### src/rtl/crt_timing_pkg.sv
// Package: shared widths, the decoded timing record, and the byte decoder.
// Assumes the eight-byte packed format listed in the brief.
package crt_timing_pkg;

    localparam int N_PARAM_BYTES = 8;
    // Horizontal total is at most 32+64+257+64 = 417 words.
    localparam int HCW = 9;
    // Vertical total is at most 31+63+1023+63 = 1180 lines.
    localparam int VCW = 11;
    localparam int WPW = 9;
    localparam int LPW = 10;

    typedef logic [N_PARAM_BYTES-1:0][7:0] param_bytes_t;

    typedef struct packed {
        logic [7:0]     mode;
        logic [HCW-1:0] h_sync;
        logic [HCW-1:0] h_back;
        logic [HCW-1:0] h_act;
        logic [HCW-1:0] h_front;
        logic [VCW-1:0] v_sync;
        logic [VCW-1:0] v_back;
        logic [VCW-1:0] v_act;
        logic [VCW-1:0] v_front;
    } timing_t;

    // Undo the per-axis biasing and reassemble the split fields.
    function automatic timing_t unpack_cfg(input param_bytes_t b);
        timing_t t;
        t.mode    = b[0];
        t.h_sync  = HCW'(b[2][4:0]) + HCW'(1);
        t.h_back  = HCW'(b[4][5:0]) + HCW'(1);
        t.h_act   = HCW'(b[1])      + HCW'(2);
        t.h_front = HCW'(b[3][7:2]) + HCW'(1);
        t.v_sync  = VCW'({b[3][1:0], b[2][7:5]});
        t.v_back  = VCW'(b[7][7:2]);
        t.v_act   = VCW'({b[7][1:0], b[6]});
        t.v_front = VCW'(b[5][5:0]);
        return t;
    endfunction

endpackage

### src/rtl/crt_param_capture.sv
// Module: crt_param_capture
// Collects the parameter bytes that follow the start command into a staging
// array. Once the last byte arrives, it copies the whole set into a shadow
// copy and raises pending until the consumer takes it.
// Assumes single-cycle write strobes, with no back-pressure at the host side.
module crt_param_capture #(
    parameter int         NBYTES     = 8,
    parameter logic [7:0] START_CODE = 8'h00
) (
    input  logic                   clk,
    input  logic                   rst_n,
    input  logic                   wr_en,
    input  logic                   wr_cmd,
    input  logic [7:0]             wr_data,
    input  logic                   take,
    output logic [NBYTES-1:0][7:0] shadow,
    output logic                   pending
);
    localparam int IW = (NBYTES > 1) ? $clog2(NBYTES) : 1;
    localparam logic [IW-1:0] LAST_IDX = IW'(NBYTES - 1);

    logic                   collecting;
    logic [IW-1:0]          idx;
    logic [NBYTES-1:0][7:0] stage;
    logic [NBYTES-1:0][7:0] stage_nxt;
    logic                   byte_wr;
    logic                   complete;

    assign byte_wr  = wr_en && !wr_cmd && collecting;
    assign complete = byte_wr && (idx == LAST_IDX);

    // Staging image with the incoming byte already placed at its slot.
    always_comb begin
        stage_nxt      = stage;
        stage_nxt[idx] = wr_data;
    end

    // Sequence tracking: open on the start code, abandon on any other command.
    always_ff @(posedge clk) begin
        if (!rst_n) begin
            collecting <= 1'b0;
            idx        <= '0;
        end else if (wr_en && wr_cmd) begin
            collecting <= (wr_data == START_CODE);
            idx        <= '0;
        end else if (byte_wr) begin
            if (complete) begin
                collecting <= 1'b0;
                idx        <= '0;
            end else begin
                idx <= idx + 1'b1;
            end
        end
    end

    // Byte storage: fill the staging array, and copy it on completion.
    always_ff @(posedge clk) begin
        if (!rst_n) begin
            stage  <= '0;
            shadow <= '0;
        end else if (byte_wr) begin
            stage <= stage_nxt;
            if (complete) begin
                shadow <= stage_nxt;
            end
        end
    end

    // Pending flag: a newly completed set takes priority over consumption.
    always_ff @(posedge clk) begin
        if (!rst_n) begin
            pending <= 1'b0;
        end else if (complete) begin
            pending <= 1'b1;
        end else if (take) begin
            pending <= 1'b0;
        end
    end

endmodule

### src/rtl/crt_axis_counter.sv
// Module: crt_axis_counter
// One timing axis: a position counter that walks sync, back porch, active
// and front porch in turn, then wraps. Phases of length zero are skipped.
// Assumes the sum of the four lengths fits in CW bits.
module crt_axis_counter #(
    parameter int CW = 9,
    parameter int PW = 9
) (
    input  logic          clk,
    input  logic          rst_n,
    input  logic          clear,
    input  logic          step,
    input  logic [CW-1:0] len_sync,
    input  logic [CW-1:0] len_back,
    input  logic [CW-1:0] len_act,
    input  logic [CW-1:0] len_front,
    output logic          last,
    output logic          in_sync,
    output logic          in_act,
    output logic [PW-1:0] rel
);
    logic [CW-1:0] cnt;
    logic [CW-1:0] end_sync;
    logic [CW-1:0] end_back;
    logic [CW-1:0] end_act;
    logic [CW-1:0] total;

    // Phase boundaries, as cumulative sums of the lengths.
    always_comb begin
        end_sync = len_sync;
        end_back = len_sync + len_back;
        end_act  = end_back + len_act;
        total    = end_act + len_front;
    end

    // Position decode against the phase boundaries.
    always_comb begin
        last    = (total == '0) || (cnt == total - 1'b1);
        in_sync = cnt < end_sync;
        in_act  = (cnt >= end_back) && (cnt < end_act);
        rel     = in_act ? PW'(cnt - end_back) : '0;
    end

    // Position register: clear to the origin, step, and wrap after the last.
    always_ff @(posedge clk) begin
        if (!rst_n) begin
            cnt <= '0;
        end else if (clear) begin
            cnt <= '0;
        end else if (step) begin
            cnt <= last ? '0 : cnt + 1'b1;
        end
    end

endmodule

### src/rtl/crt_timing_gen.sv
// Module: crt_timing_gen (top)
// Raster timing generator configured by the packed parameter bytes of a
// setup command. Holds the decoded timing and loads a new set only when the
// display is idle or at the end of a frame. Drives two axis counters, one
// word per clock horizontally and one line per completed line vertically.
// Assumes one clock per 4-pixel word, with the host writing through
// single-cycle strobes.
module crt_timing_gen #(
    parameter logic [7:0] START_CODE  = 8'h00,
    parameter int         INHIBIT_BIT = 4
) (
    input  logic                             clk,
    input  logic                             rst_n,
    input  logic                             wr_en,
    input  logic                             wr_cmd,
    input  logic [7:0]                       wr_data,
    output logic                             hsync,
    output logic                             vsync,
    output logic                             hblank,
    output logic                             vblank,
    output logic                             blank,
    output logic                             de,
    output logic                             draw_ok,
    output logic [crt_timing_pkg::WPW-1:0]   word_pos,
    output logic [crt_timing_pkg::LPW-1:0]   line_pos
);
    import crt_timing_pkg::*;

    param_bytes_t shadow;
    logic         pending;
    logic         take;
    logic         live;
    timing_t      cfg_q;
    logic         h_last, h_sync_ph, h_act_ph;
    logic         v_last, v_sync_ph, v_act_ph;
    logic [WPW-1:0] h_rel;
    logic [LPW-1:0] v_rel;
    logic         frame_end;
    logic         draw_inhibit;

    crt_param_capture #(
        .NBYTES     (N_PARAM_BYTES),
        .START_CODE (START_CODE)
    ) u_capture (
        .clk     (clk),
        .rst_n   (rst_n),
        .wr_en   (wr_en),
        .wr_cmd  (wr_cmd),
        .wr_data (wr_data),
        .take    (take),
        .shadow  (shadow),
        .pending (pending)
    );

    // A load may happen only when idle, or on the clock that closes a frame.
    assign frame_end = live && h_last && v_last;
    assign take      = pending && (!live || frame_end);

    // Active configuration register and running flag.
    always_ff @(posedge clk) begin
        if (!rst_n) begin
            live  <= 1'b0;
            cfg_q <= '0;
        end else if (take) begin
            live  <= 1'b1;
            cfg_q <= unpack_cfg(shadow);
        end
    end

    crt_axis_counter #(.CW(HCW), .PW(WPW)) u_hcnt (
        .clk       (clk),
        .rst_n     (rst_n),
        .clear     (take),
        .step      (live),
        .len_sync  (cfg_q.h_sync),
        .len_back  (cfg_q.h_back),
        .len_act   (cfg_q.h_act),
        .len_front (cfg_q.h_front),
        .last      (h_last),
        .in_sync   (h_sync_ph),
        .in_act    (h_act_ph),
        .rel       (h_rel)
    );

    crt_axis_counter #(.CW(VCW), .PW(LPW)) u_vcnt (
        .clk       (clk),
        .rst_n     (rst_n),
        .clear     (take),
        .step      (live && h_last),
        .len_sync  (cfg_q.v_sync),
        .len_back  (cfg_q.v_back),
        .len_act   (cfg_q.v_act),
        .len_front (cfg_q.v_front),
        .last      (v_last),
        .in_sync   (v_sync_ph),
        .in_act    (v_act_ph),
        .rel       (v_rel)
    );

    assign draw_inhibit = cfg_q.mode[INHIBIT_BIT];

    // Output shaping: quiet until configured, then decoded from the counters.
    always_comb begin
        hsync    = live && h_sync_ph;
        vsync    = live && v_sync_ph;
        hblank   = !(live && h_act_ph);
        vblank   = !(live && v_act_ph);
        blank    = hblank || vblank;
        de       = !blank;
        draw_ok  = !draw_inhibit || blank;
        word_pos = live ? h_rel : '0;
        line_pos = live ? v_rel : '0;
    end

endmodule

### config.mk
export PLATFORM = sky130hd
export DESIGN_NAME = crt_timing_gen
export DESIGN_NICKNAME = d
export VERILOG_FILES = /design/src/rtl/crt_timing_pkg.sv /design/src/rtl/crt_param_capture.sv /design/src/rtl/crt_axis_counter.sv /design/src/rtl/crt_timing_gen.sv
export SDC_FILE = /design/constraint.sdc
export NUM_CORES = 1
export LEC_CHECK = 0
export BUFFER_PORTS_ARGS = -buffer_cell sky130_fd_sc_hd__buf_2
export CAP_MARGIN = 30
export CORE_MARGIN = 10
export CORE_UTILIZATION = 55
export DETAILED_ROUTE_END_ITERATION = 10
export MAX_ROUTING_LAYER = met4
export PLACE_DENSITY = 0.8
export SLEW_MARGIN = 20
export SYNTH_ARGS = -nofsm -noshare
export SYNTH_HDL_FRONTEND = slang
export SYNTH_SLANG_ARGS = --single-unit
### constraint.sdc
create_clock -name clk -period 10.38 [get_ports clk]
set_clock_uncertainty 0.2 [all_clocks]
set_input_delay 1.557 -clock clk [delete_from_list [all_inputs] [get_ports clk]]
set_output_delay 1.557 -clock clk [all_outputs]
set_load 0.01 [all_outputs]
# Yosys cells after proc, flatten, opt, wreduce, memory -nomap -nowiden

Cells that the tools add are included.

Add/sub/neg operators: 17
Multiply operators: 0
Div/mod/pow operators: 0
$lt $le $gt $ge: 8
Equality and inequality tests: 3
Shift-type cells: 0
Multiplexer cells: 15
Bitwise logic cells: 1
Reductions and logical operators: 35

Operator list:

| operator                | count |
|---|---|
| $bwmux W64              | 1 |
| $add A9 B9 Y9           | 3 |
| $mux W9                 | 3 |
| $demux W8 S3            | 1 |
| $mux W10                | 2 |
| $lt A9 B9 Y1            | 2 |
| $add A6 B1 Y7 const B   | 2 |
| $logic_and A1 B1 Y1     | 14 |
| $add A11 B1 Y11 const B | 1 |
| $add A11 B10 Y11        | 1 |
| $add A11 B6 Y11         | 1 |
| $eq A11 B11 Y1          | 1 |
| $ge A11 B7 Y1           | 1 |
| $logic_not A11 Y1       | 1 |
| $lt A11 B11 Y1          | 1 |
| $lt A11 B5 Y1           | 1 |
| $mux W11                | 1 |
| $sub A11 B1 Y11 const B | 1 |
| $sub A10 B10 Y10        | 1 |
| $add A8 B2 Y9 const B   | 1 |
| $add A9 B1 Y9 const B   | 1 |
| $eq A9 B9 Y1            | 1 |
| $ge A9 B9 Y1            | 1 |
| $logic_not A9 Y1        | 1 |
| 18 further kinds        | 35 |

Bits in registers: 215
Latch bits: 0
RAM bits: 0
Memory bits (read-only): 0
Bits of input ports: 12
Output and inout port bits: 26
Logic and storage cells: 110
Memories: 0

# Logic depth before layout (Yosys ltp)

Depth after elaboration: 12
Gate-level depth with buffers: 26
Mapped depth without buffers: 23

# Cells and area by module

From an unflattened synthesis, not the netlist that was laid out.

Cells, all modules: 1686
Area total of the unflattened synthesis: 14144.8 um2

By module, submodules not included:

| module                     | instances | cells each | area each (um2) | sequential area each (um2) |
|---|---|---|---|---|
| crt_param_capture          | 1         | 571        | 5425.2          | 2662.6 |
| crt_axis_counter at u_vcnt | 1         | 434        | 3260.6          | 220.2 |
| crt_axis_counter at u_hcnt | 1         | 367        | 2831.5          | 180.2 |
| crt_timing_gen             | 1         | 314        | 2627.5          | 1161.1 |

# Worst setup path before layout

OpenSTA, ideal clock, no wires.

Path kind: register -> output
Start: register cfg_q[71] (netlist bit)
End: output port word_pos[2] (netlist bit)
Data arrival time: 4.092 ns
Required time: 8.623 ns
Slack: 4.531 ns
Stages on the path, launching flop included: 18
Path buffers: 1
Cells stage by stage: dfxtp_1 > ha_1 > inv_1 > fa_1 > inv_1 > fa_1 > inv_1 > ha_1 > a21o_1 > a21o_1 > a21o_1 > a21o_1 > a21o_1 > a21o_1 > a21o_1 > a2111o_1 > clkbuf_1 > nor3_1

Cells in the longest elaborated chain, start to end: 6
Elaborated cells on any way between the ends: 8
Those cells by class: 3 x add/sub; 2 x order compare; 2 x mux; 1 x reduce/logical

RTL lines:

| what                   | line                   | text |
|---|---|---|
| start, declared        | crt_timing_gen.sv:33   | `timing_t cfg_q;` |
| start signal, assigned | crt_timing_gen.sv:66   | `cfg_q <= unpack_cfg(shadow);` |
| $add A9 B9 Y9 *        | crt_axis_counter.sv:31 | `end_back = len_sync + len_back;` |
| $add A9 B9 Y9          | crt_axis_counter.sv:32 | `end_act = end_back + len_act;` |
| $lt A9 B9 Y1           | crt_axis_counter.sv:40 | `in_act = (cnt >= end_back) && (cnt < end_act);` |
| $logic_and A1 B1 Y1    | crt_axis_counter.sv:40 |  |
| $mux W9 *              | crt_axis_counter.sv:41 | `rel = in_act ? PW'(cnt - end_back) : '0;` |
| $mux W9 *              | crt_timing_gen.sv:111  | `word_pos = live ? h_rel : '0;` |
| end, declared          | crt_timing_gen.sv:24   | `output logic [crt_timing_pkg::WPW-1:0] word_pos,` |

Mark *: on every way between the ends. The rest lies on a longest branch, timed or not.

# Final worst setup path

Start: register cfg_q[71] (netlist bit)
End: output port draw_ok

Cells in the longest elaborated chain, start to end: 8
Elaborated cells on any way between the ends: 9
Those cells by class: 2 x add/sub; 2 x order compare; 5 x reduce/logical

RTL lines:

| what                  | line                   | text |
|---|---|---|
| $add A9 B9 Y9 *       | crt_axis_counter.sv:31 |  |
| $add A9 B9 Y9         | crt_axis_counter.sv:32 |  |
| $lt A9 B9 Y1          | crt_axis_counter.sv:40 |  |
| $logic_and A1 B1 Y1 * | crt_axis_counter.sv:40 |  |
| $logic_and A1 B1 Y1 * | crt_timing_gen.sv:106  | `hblank = !(live && h_act_ph);` |
| $logic_not A1 Y1 *    | crt_timing_gen.sv:106  |  |
| $logic_or A1 B1 Y1 *  | crt_timing_gen.sv:108  | `blank = hblank \|\| vblank;` |
| $logic_or A1 B1 Y1 *  | crt_timing_gen.sv:110  | `draw_ok = !draw_inhibit \|\| blank;` |
| end, declared         | crt_timing_gen.sv:23   | `output logic draw_ok,` |

Marked as above.

==> summary.txt <==
Status
  – Status: completed

Synth
  – Yosys top cell area share: 0.302
  – Synth warn: 0
  – Gate Count Post-Synth: 1,471
  – Leading area contributor after synthesis: dfxtp_1
  – Syn Area/Cell: 8.51 sq um
  – Sequential-to-total area share from yosys stat: 0.302
  – Distinct cells, synth: 75
  – EDFF count, synth: 0
  – Post-Syn Area: 0.0125 sq mm
  – Asr flop ratio synth: 0
  – Synthesized Nets: 1,582
  – Largest cells by area after synthesis: dfxtp_1 30%, ha_1 9.1%, mux2i_1 8.7%
  – Dominant synthesized flop cell: dfxtp_1
  – #FFs+latches synth: 189

Route
  – DR vias/cell: 5.91
  – DR DRC count: 0
  – Vias: 10,300
  – Antenna-violating nets left: 0
  – Routed len/inst: 16.4 microns
  – Final WL: 28.7 mm
  – Initial DRT Pass Iterations: 5
  – First DRT Iteration DRCs: 869

Hold path
  – Hold Path Class: flop to flop

Timing
  – Final Cycle Share: 0.662
  – Worst Tran Pin Value: 0.829 ns
  – Final setup vio count: 0
  – Fmax: 0.145 GHz
  – Max-Slew Margin vs Limit: 0.447
  – Min cycle time layout: 6.87 ns
  – Fin. max-slew vios: 0
  – Final Hold Vio Count: 0
  – Final setup margin: 3.51 ns
  – RSZ-0062 raised after global routing: no
  – Total negative slack: 0 ns

Die
  – Initial Util: 0.556
  – DIE HEIGHT: 171 microns
  – I/O pins: 38
  – Die Wd: 171 microns
  – Core area: 0.0225 sq mm
  – Die area: 0.0292 sq mm
  – Row count: 55

Worst setup path
  – Startpoint Class: flop
  – CP max stage cell: a2111o_1
  – CP peak stage delay: 0.58 ns
  – Req. time, crit path: 8.62 ns
  – Max Fanout on Critical Path: 13
  – CP Capture Type: output port
  – Crit path DAT: 5.12 ns
  – CP Cell Sequence: ha_1, inv_1, fa_1, inv_1, a21oi_1, o21bai_1, a21o_1, a21o_1, xor2_1, ha_1, or3_1, nor2_1, and3_1, nor3_1, inv_1, ha_1, a21o_1, a2111o_1, a2111o_1, buf_2
  – Crit Path Class: flop to output port

Global route
  – Global-route wire length before repair: 47.8 mm
  – Overflow after GRT: 0
  – Initial antenna violation count: 1
  – GRT Util Overall: 0.201
  – Largest net degree at the start of global routing: 123
  – Vias in the first global route: 9,625

Power
  – Clock Power Share: 0.484
  – Sw frac: 0.217
  – PD cells: 109 mW/mm^2
  – Worst IR Drop VDD: 0.0000753 V
  – Sequential Power Share: 0.495
  – P_sw: 0.317 mW
  – Lkg Pwr: 5.90 nW
  – Comb pwr share: 0.021
  – Internal power: 1.15 mW

Placed design
  – Placed Area: 0.0127 sq mm
  – Final HPWL DP: 20.5 mm
  – Number of port buffers: 37
  – Placer Congestion: 0.933
  – Place WS: 3.94 ns

Final layout
  – Nets: 1,559
  – Area growth syn-to-layout: 7.46%
  – Number of fill cells in the layout: 1,922
  – Share of layout cells above drive strength 1: 0.0684
  – Reg area: 0.00378 sq mm
  – Most frequent cells in the layout: 235 x nand2_1, 189 x dfxtp_1, 109 x mux2i_1
  – Most common cell after layout, fill and taps aside: nand2_1
  – Post-route cell area: 0.0134 sq mm
  – Multi-input logic area: 0.00807 sq mm

Clocking
  – CTS tree: done
  – Root buffer cell: clkbuf_16
  – Buffer count from post-CTS setup fixing: 0
  – Clk buf depth: 2
  – Post-cts hold buffer count: 0
  – Worst skew pair latency: 0.43 ns
  – Number of CTS-inserted buffers: 17
  – Num Clock Sinks: 189
  – Worst-path clk slew: 0.07 ns
  – Max H-tree Level: 4
  – Resized cells post-CTS: 0

Job
  – Maxcap violations: 0
[power by group through the flow]
stage	registers [mW]	clock network, mW	logic [mW]
final	0.725	0.708	0.0312
after global routing	0.724	0.745	0.0338
after CTS	0.724	0.716	0.0302
after detailed placement	0.741	0	0.0303
after global placement	0.741	0	0.0302
after floorplan	0.741	0	0.0203
[final timing paths]
kind / start / end / slack (ns) / cells after the start
setup reg to reg: cfg_q[71] / cfg_q[72] / 3.75 / 24
hold / removal: u_capture.stage[16] / u_capture.stage[16] / 0.26 / 2
setup / recovery: cfg_q[71] / draw_ok / 3.51 / 20
hold reg to reg: u_capture.stage[16] / u_capture.stage[16] / 0.26 / 2
[cell type report]
cell class | instances | area share
inverter | 69 | 0.0193
timing repair buffer | 49 | 0.0239
clock buffer | 21 | 0.0357
tap | 285 | 0.0265
sequential | 189 | 0.281
clock inverter | 11 | 0.0127
multi-input combinational | 1122 | 0.600
antenna | 1 | 0.000186
[synthesized netlist by cell type, types with 5 or more instances]
cell	n
a2111oi_0	6
a211oi_1	25
a21boi_0	59
a21o_1	32
a21oi_1	37
and2_1	7
and3_1	12
buf_1	8
buf_2	8
clkbuf_1	69
dfxtp_1	189
fa_1	8
ha_1	91
inv_1	69
mux2i_1	109
nand2_1	235
nand2b_1	18
nand3_1	44
nand3b_1	6
nand4_1	19
nor2_1	45
nor2b_1	15
nor3_1	26
nor3b_1	7
nor4_1	7
o211a_1	57
o211ai_1	5
o21a_1	9
o21ai_0	60
o21bai_1	6
o31ai_1	5
or2_2	7
or3_1	7
xnor2_1	65
xor2_1	31
[critical path, delay by kind of cell (launching register included)]
kind	cells	cell delay, ns
buffers and inverters	4	0.37
XOR/XNOR	1	0.20
flip-flops	1	0.36
adder cells (fa/ha/maj)	4	1.10
AND/OR/NAND/NOR	4	0.89
AO/OA/AOI/OAI	7	1.77
[sequential cells by signal, summed over array words and instances, names as in the netlist]
name and flops:
cfg_q 57, u_capture.shadow 53, u_capture.stage 53, u_vcnt.cnt 11
u_hcnt.cnt 9, u_capture.idx 3, live 1, u_capture.collecting 1
u_capture.pending 1
[cell families (layout without fill, tap and decap cells)]
kind of cell,count (synthesis),count (layout),share of synthesized area
AOI/OAI and AO/OA,341,341,0.202
xor gates and xnor gates,98,98,0.0709
adders and majority gates,99,99,0.104
buffers and inverters,160,150,0.0539
DFF,189,189,0.302
muxes,112,112,0.0899
other,0,1,0
and+or+nand+nor,472,472,0.177
[layer usage]
metal  GRT usage  share of wire
met5           -              0
met4      0.0423          0.011
met3      0.0267          0.042
met2       0.316           0.45
met1       0.273           0.50
[through the flow]
stage	total power [mW]	hold slack [ns]	std cells	utilization
2_1_floorplan	0.762	0.235	1471	-
3_3_place_gp	0.772	0.248	1711	0.566
3_5_place_dp	0.772	0.256	1711	0.566
4_1_cts	1.47	0.263	1743	0.595
5_1_grt	1.50	0.282	1747	0.597
6_report	1.46	0.262	1747	0.597
Power figures use the tool's default switching activity.
